File: src/rtl/slp_pkg.sv
package slp_pkg;

  localparam int unsigned SLP_CODE_W = 2;

  typedef enum logic [SLP_CODE_W-1:0] {
    SLP_S0  = 2'd0,
    SLP_S1  = 2'd1,
    SLP_S3  = 2'd2,
    SLP_S45 = 2'd3
  } slp_state_e;

  // A completion is issued only when a sleep state is entered.
  function automatic logic slp_needs_cmp(input slp_state_e dst);
    return (dst != SLP_S0);
  endfunction

endpackage

File: src/rtl/slp_rst_sync.sv
module slp_rst_sync #(
  parameter int unsigned STAGES = 2
) (
  input  logic clk,
  input  logic rst_n,
  output logic rst_n_sync
);

  logic [STAGES-1:0] sync_q;

  always_ff @(posedge clk or negedge rst_n) begin
    if (!rst_n) begin
      sync_q <= '0;
    end else begin
      sync_q <= {sync_q[STAGES-2:0], 1'b1};
    end
  end

  assign rst_n_sync = sync_q[STAGES-1];

endmodule

File: src/rtl/slp_xition_table.sv
module slp_xition_table
  import slp_pkg::*;
(
  input  slp_state_e cur,
  input  slp_state_e dst,
  output logic       legal
);

  // Each row lists the targets that a request may reach from that state.
  // Reset-only exits have no entry here.
  always_comb begin
    legal = 1'b0;
    unique case (cur)
      SLP_S0:  legal = (dst == SLP_S1);
      SLP_S1:  legal = (dst == SLP_S0) || (dst == SLP_S3) || (dst == SLP_S45);
      SLP_S3:  legal = 1'b0;
      SLP_S45: legal = 1'b0;
      default: legal = 1'b0;
    endcase
  end

endmodule

File: src/rtl/slp_cmp_buf.sv
module slp_cmp_buf #(
  parameter int unsigned W = 2
) (
  input  logic         clk,
  input  logic         rst_n,
  input  logic         load,
  input  logic [W-1:0] load_data,
  output logic         out_valid,
  input  logic         out_ready,
  output logic [W-1:0] out_data
);

  logic         vld_d;
  logic         data_en;

  always_comb begin
    vld_d   = out_valid;
    data_en = 1'b0;
    if (out_valid && out_ready) begin
      vld_d = 1'b0;
    end
    if (load) begin
      vld_d   = 1'b1;
      data_en = 1'b1;
    end
  end

  always_ff @(posedge clk or negedge rst_n) begin
    if (!rst_n) begin
      out_valid <= 1'b0;
    end else begin
      out_valid <= vld_d;
    end
  end

  always_ff @(posedge clk or negedge rst_n) begin
    if (!rst_n) begin
      out_data <= '0;
    end else if (data_en) begin
      out_data <= load_data;
    end
  end

endmodule

File: src/rtl/slp_state_ctrl.sv
module slp_state_ctrl
  import slp_pkg::*;
#(
  parameter int unsigned RST_STAGES = 2
) (
  input  logic       clk,
  input  logic       rst_n,
  input  logic       req_valid,
  output logic       req_ready,
  input  logic [1:0] req_target,
  output logic       cmp_valid,
  input  logic       cmp_ready,
  output logic [1:0] cmp_state,
  output logic       mce_pulse,
  output logic [1:0] mce_code,
  output logic [1:0] cur_state,
  output logic       core_lowpwr,
  output logic       mem_selfrefresh
);

  logic       rst_n_i;
  slp_state_e state_q, state_d, dst;
  logic       legal, accept, take;
  logic       core_d, mem_d, mce_d;
  logic       mce_code_en;

  slp_rst_sync #(.STAGES(RST_STAGES)) u_rst_sync (
    .clk        (clk),
    .rst_n      (rst_n),
    .rst_n_sync (rst_n_i)
  );

  assign dst = slp_state_e'(req_target);

  slp_xition_table u_table (
    .cur   (state_q),
    .dst   (dst),
    .legal (legal)
  );

  assign req_ready = !cmp_valid;
  assign accept    = req_valid && req_ready;
  assign take      = accept && legal;

  // Next-state logic
  always_comb begin
    state_d     = state_q;
    mce_d       = 1'b0;
    mce_code_en = 1'b0;
    if (accept) begin
      if (legal) begin
        state_d = dst;
      end else begin
        mce_d       = 1'b1;
        mce_code_en = 1'b1;
      end
    end
    core_d = (state_d == SLP_S1);
    mem_d  = (state_d == SLP_S3);
  end

  // State and control registers
  always_ff @(posedge clk or negedge rst_n_i) begin
    if (!rst_n_i) begin
      state_q         <= SLP_S0;
      core_lowpwr     <= 1'b0;
      mem_selfrefresh <= 1'b0;
      mce_pulse       <= 1'b0;
    end else begin
      state_q         <= state_d;
      core_lowpwr     <= core_d;
      mem_selfrefresh <= mem_d;
      mce_pulse       <= mce_d;
    end
  end

  always_ff @(posedge clk or negedge rst_n_i) begin
    if (!rst_n_i) begin
      mce_code <= '0;
    end else if (mce_code_en) begin
      mce_code <= req_target;
    end
  end

  slp_cmp_buf #(.W(SLP_CODE_W)) u_cmp (
    .clk       (clk),
    .rst_n     (rst_n_i),
    .load      (take && slp_needs_cmp(dst)),
    .load_data (req_target),
    .out_valid (cmp_valid),
    .out_ready (cmp_ready),
    .out_data  (cmp_state)
  );

  assign cur_state = state_q;

endmodule

File: config.mk
export PLATFORM = sky130hd
export DESIGN_NAME = slp_state_ctrl
export DESIGN_NICKNAME = d
export VERILOG_FILES = /design/src/rtl/slp_pkg.sv /design/src/rtl/slp_rst_sync.sv /design/src/rtl/slp_xition_table.sv /design/src/rtl/slp_cmp_buf.sv /design/src/rtl/slp_state_ctrl.sv
export SDC_FILE = /design/constraint.sdc
export NUM_CORES = 1
export LEC_CHECK = 0
export ABC_CLOCK_PERIOD_IN_PS = 1250
export BUFFER_PORTS_ARGS = -buffer_cell sky130_fd_sc_hd__buf_2
export CORE_AREA = 2 2 39 41
export CTS_CLUSTER_SIZE = 10
export DETAILED_ROUTE_END_ITERATION = 10
export DIE_AREA = 0 0 41 43
export GPL_ROUTABILITY_DRIVEN = 0
export PLACE_DENSITY = 0.69
export SYNTH_ARGS = -nofsm -noshare
export SYNTH_HDL_FRONTEND = slang
export SYNTH_HIERARCHICAL = 1
export SYNTH_SLANG_ARGS = --single-unit
export TNS_END_PERCENT = 30
File: constraint.sdc
create_clock -name clk -period 1.25 [get_ports clk]
set_clock_uncertainty 0.1 [all_clocks]
set_input_delay 0.0625 -clock clk [delete_from_list [all_inputs] [get_ports clk]]
set_output_delay 0.0625 -clock clk [all_outputs]
set_load 0.005 [all_outputs]
# ---- After elaboration in Yosys (flattened, before gate mapping)
# Index checks and enable logic that the tools add are counted.
dict set report totals {
  mem_count 0
  elab_cells 36
  out_inout_bits 11
  ramBits 0
  latch_bits 0
  regBits 12
  rom_bits 0
}
dict set report classes {
  n_div 0
  n_lt_le_gt_ge 0
  reduce_logical 12
  multipliers 0
  muxes 8
  shift 0
  eq_ne 8
  n_addsub 0
  n_bitwise 0
}
# op count
set ops {}
lappend ops {{2-bit == test, second input constant} 5}
lappend ops {{2-bit by 1-bit == test with 1-bit output, second input constant} 3}
lappend ops {{1-bit 2-to-1 mux} 5}
lappend ops {{1-bit logical AND} 4}
lappend ops {{2-bit logical NOT} 2}
lappend ops {{2-bit 2-to-1 mux} 2}
lappend ops {{2-bit nonzero test} 2}
lappend ops {{1-bit one-hot mux with 3 select lines} 1}
lappend ops {{1-bit logical OR} 2}
lappend ops {{2-bit OR reduction} 1}
lappend ops {{1-bit logical NOT} 1}

# ---- Depth between registers and ports, before layout
dict set report depth {
  depth_word 7
  depth_mapped 5
}

# ---- Cells and area by module
# Netlist, hierarchy kept.
# mod cells_per_inst n_inst area_each_um2
set by_module_without_submodules {}
lappend by_module_without_submodules {slp_state_ctrl 22 1 315.3}
lappend by_module_without_submodules {slp_cmp_buf 7 1 110.1}
lappend by_module_without_submodules {slp_rst_sync 3 1 53.8}
lappend by_module_without_submodules {slp_xition_table 4 1 28.8}

# ---- Worst setup path before layout
# OpenSTA, ideal clock, no wires.
dict set report synth_timing {
  kind {reg2reg}
  startpoint {register state_q[1] (netlist: cur_state[1])}
  endpoint {register mce_code[0]}
  path_slack_ps -413
  period_less_slack_ps 1663
  path_buffers 0
  setup_ps 125
  stages_incl_launch_ff 5
  required_ps 1025
  arrival_ps 1439
  path_cell_list {dfrtp_1 > and2b_1 > mux2_2 > nor3b_4 > mux2_2}
}
dict set report synth_via {
  elab_chain_cells 5
}
# item line_no
set synth_lines {}
lappend synth_lines {{start: declaration} slp_state_ctrl.sv:22} ;# slp_state_e state_q, state_d, dst;
lappend synth_lines {{start signal: assignment} slp_state_ctrl.sv:70} ;# state_q <= state_d;
lappend synth_lines {{2-bit == test} slp_xition_table.sv:13} ;# unique case (cur)
lappend synth_lines {{2-bit OR reduction (no source line)} n/a}
lappend synth_lines {{1-bit one-hot mux with 3 select lines (*)} slp_xition_table.sv:13}
lappend synth_lines {{named net legal} slp_state_ctrl.sv:23} ;# logic legal, accept, take;
lappend synth_lines {{1-bit 2-to-1 mux (*)} slp_state_ctrl.sv:51} ;# if (legal) begin
lappend synth_lines {{1-bit 2-to-1 mux (*)} slp_state_ctrl.sv:50} ;# if (accept) begin
lappend synth_lines {{named net mce_code_en} slp_state_ctrl.sv:25} ;# logic mce_code_en;
lappend synth_lines {{end signal: assignment} slp_state_ctrl.sv:81} ;# mce_code <= req_target;
lappend synth_lines {{end: declaration} slp_state_ctrl.sv:15} ;# output logic [1:0] mce_code,
# The timed path passes the listed nets; every way through them passes the cells marked *.
# A chain may end at the register's enable or synchronous reset.

# ---- Worst setup path after layout
dict set report layout_timing {
  startpoint {register state_q[0] (netlist: cur_state[0])}
  endpoint {register mce_code[1]}
}
# The elaborated chain is that of the path after synthesis.

==> reports/results.ini <==
[pwr]
ir_worst_vdd_mv = 1.45
pwr-share-seq = 0.364
pwr-share-comb = 0.461
net-switching-power_mw = 0.496
power_density_nw_per_um2 = 2220
p_leak_nw = 0.415
internal_power_mw = 1.21
pwr-share-clk = 0.175
switching_share = 0.291

[setup_path]
cp_slowest_cell = dfrtp_1
endpoint = mce_code[1]
crit_path_start = cur_state[0]
worst-path-buf-inv = 0
cpMostUsedCell = mux2_4
cp_data_required_time_ns = 1.30
crit_path_end_kind = flip-flop
cp_data_arrival_time_ns = 1.66
rr_worst_depth = 4
r2r_start = cur_state[0]
worstPathMaxFanout = 3
critPathLaunchType = flip-flop
crit_family = multiplexers
critical_path.max_stage_delay_ns = 0.38
rr_endpoint = mce_code[1]
reg2reg_slack_ns = -0.36
cp_num_cells = 4
path_class = flip-flop to flip-flop
worstPathCellList = and2b_1 -> mux2_4 -> nor3b_4 -> mux2_4

[floorplan]
die_h_um = 43
die-area_sq_um = 1760
io_pins = 17
core_area_sq_um = 1380
die_w_um = 41
placementRows = 14
start_util = 0.367

[clock_tree]
cts_sinks = 12
htreeDepth = 1
cts_root_buf = clkbuf_4
clk_path_buf_depth = 2
clk_latency_ns = 0.27
cts.clk_slew.worst_paths_ns = 0.07
cts_tree = yes
cts_buffers = 3

[routing]
route.detailed.drc = 0
antenna_left = 0
drtIter0Drc = 4
vias = 392
wl_per_cell_um = 11.8
vias_per_cell = 4.72
wl_um = 979
dr.pass1.iters = 4

[yosys]
synth.distinct_cells = 12
synth_nets = 42
avgSynthCellArea_sq_um = 14.1
synthCells = 36
synthTopCellsByArea = dfrtp_1 (59%), mux2_2 (16%), nand2b_1 (4.9%)
yosys_warnings = 6
synth-seq-cells = 12
synth_top_area_share = 0.591
synth_largest_area_cell = dfrtp_1
synthesis.area_sq_um = 508
yosysSeqAreaShare = 0.591

[global_routing]
grt_pass1_wl_um = 1410
grt_antenna_before_repair = 0
grt_max_degree = 11
grt_pass1_vias = 355
grt.total_usage = 0.128
grt.overflow.total = 0

[sta]
setup_tns_ns = -2.49
finalMaxSlewViolations = 0
finalWorstSetupSlack_ns = -0.359
post-route-period-util = 1.29
min_period_ns = 1.61
hold_viol = 0
final-setup-viol-count = 10
fmax_mhz = 622
rsz0062_at_grt = yes

[cells_and_area]
n_antenna_cell = 0
final_util = 0.554
drive_above_1_share = 0.597
fin_nets = 74
area_delta_synth_final_pct = 51.0

[hold_path]
worst_hold_path_type = input pin to flip-flop
whs_path_depth = 2

[placed_design]
numPortBuffers = 16
dp_hpwl_um = 726

[outcome]
violations = negative setup slack
status = complete, but fails checks

[flow_run]
maxCapViolCount = 0

## per-layer routing
| layer | vias to the layer above | wire (um) | global-route usage |
|---|---|---|---|
| met1 | 195 | 352 | 0.123 |
| met3 | 2 | 74 | 0.0995 |
| li1 | 182 | - | - |
| met4 | 0 | 11 | 0.0400 |
| met5 | - | 0 | 0 |
| met2 | 13 | 541 | 0.200 |
## cell usage in the layout (no fill, tap or decap)
cell,synthesis,routed
buf_2,0,16
dfrtp_1,12,12
buf_4,0,7
mux2_4,0,5
nand2b_1,4,4
clkbuf_4,0,3
dlygate4sd3_1,0,3
mux2_2,7,2
inv_1,2,2
mux2i_1,2,2
nand3b_4,1,1
nor2_1,3,1
nor2_4,0,1
nor3b_4,1,1
clkbuf_8,0,1
buf_6,0,1
a21o_2,1,1
conb_1,1,1
and2b_1,1,1
nor2_2,0,1
nor2b_1,1,1
## stage by stage
| stage | hold WS (ns) | worst slack (ns) | power [mW] | instances | cell area, sq um |
|---|---|---|---|---|---|
| floorplan | -0.333 | -0.382 | 1.02 | 36 | 527 |
| global placement | -0.251 | -0.337 | 1.31 | 75 | 679 |
| detailed placement | -0.249 | -0.368 | 1.34 | 75 | 679 |
| CTS | 0.0122 | -0.379 | 1.71 | 83 | 764 |
| global route | 0.00667 | -0.414 | 1.81 | 83 | 767 |
| finish | 0.0158 | -0.359 | 1.70 | 83 | 767 |
## what timing repair did
action	CTS	global route
pin swaps	1	1
endpoints found under the setup margin	10	10
setup buffers	1	0
endpoints found under the hold margin	3	0
gates resized for setup	3	1
hold buffers	3	0
## cell usage after synthesis (all sizes together)
cell and number:
nor2 3, mux2i 2, nand2b 4, mux2 7, dfrtp 12, inv 2
and2b 1, conb 1, nor2b 1, nor3b 1, nand3b 1, a21o 1
## flip-flops by register name (all words and copies together) (netlist names)
name and flops:
core_lowpwr 1, cur_state 2, mce_code 2, mce_pulse 1
u_cmp/out_data 2, u_rst_sync/sync_q 2, u_cmp/out_valid 1, mem_selfrefresh 1
## worst min path at each step
stage / startpoint / to
after detailed placement: rst_n / u_rst_sync/sync_q[1]
after global routing: req_valid / mce_pulse
after global placement: rst_n / u_rst_sync/sync_q[1]
after CTS: req_valid / mce_pulse
final: req_valid / mce_pulse
after floorplan: rst_n / u_rst_sync/sync_q[0]
## final cells by class
type / count / area (sq um)
Multi-Input combinational cell: 22 / 229
Tap cell: 16 / 20.0
Fill cell: 129 / 617
Timing Repair Buffer: 27 / 174
Inverter: 2 / 7.51
Sequential cell: 12 / 300
Clock buffer: 4 / 36.3
## power groups by stage
stage / logic [mW] / registers [mW] / clock network (mW)
after floorplan: 0.351 / 0.666 / 0
after global placement: 0.685 / 0.625 / 0
after detailed placement: 0.707 / 0.632 / 0
after CTS: 0.777 / 0.622 / 0.307
after global routing: 0.845 / 0.642 / 0.326
final: 0.785 / 0.620 / 0.297
## kinds of logic after synthesis
group	synth area share
flops	0.591
simple gates	0.175
mux	0.195
buf+inv	0.0148
compound gates	0.0172
other cells	0.00738
Note: power is estimated with default switching activity, not from simulation.
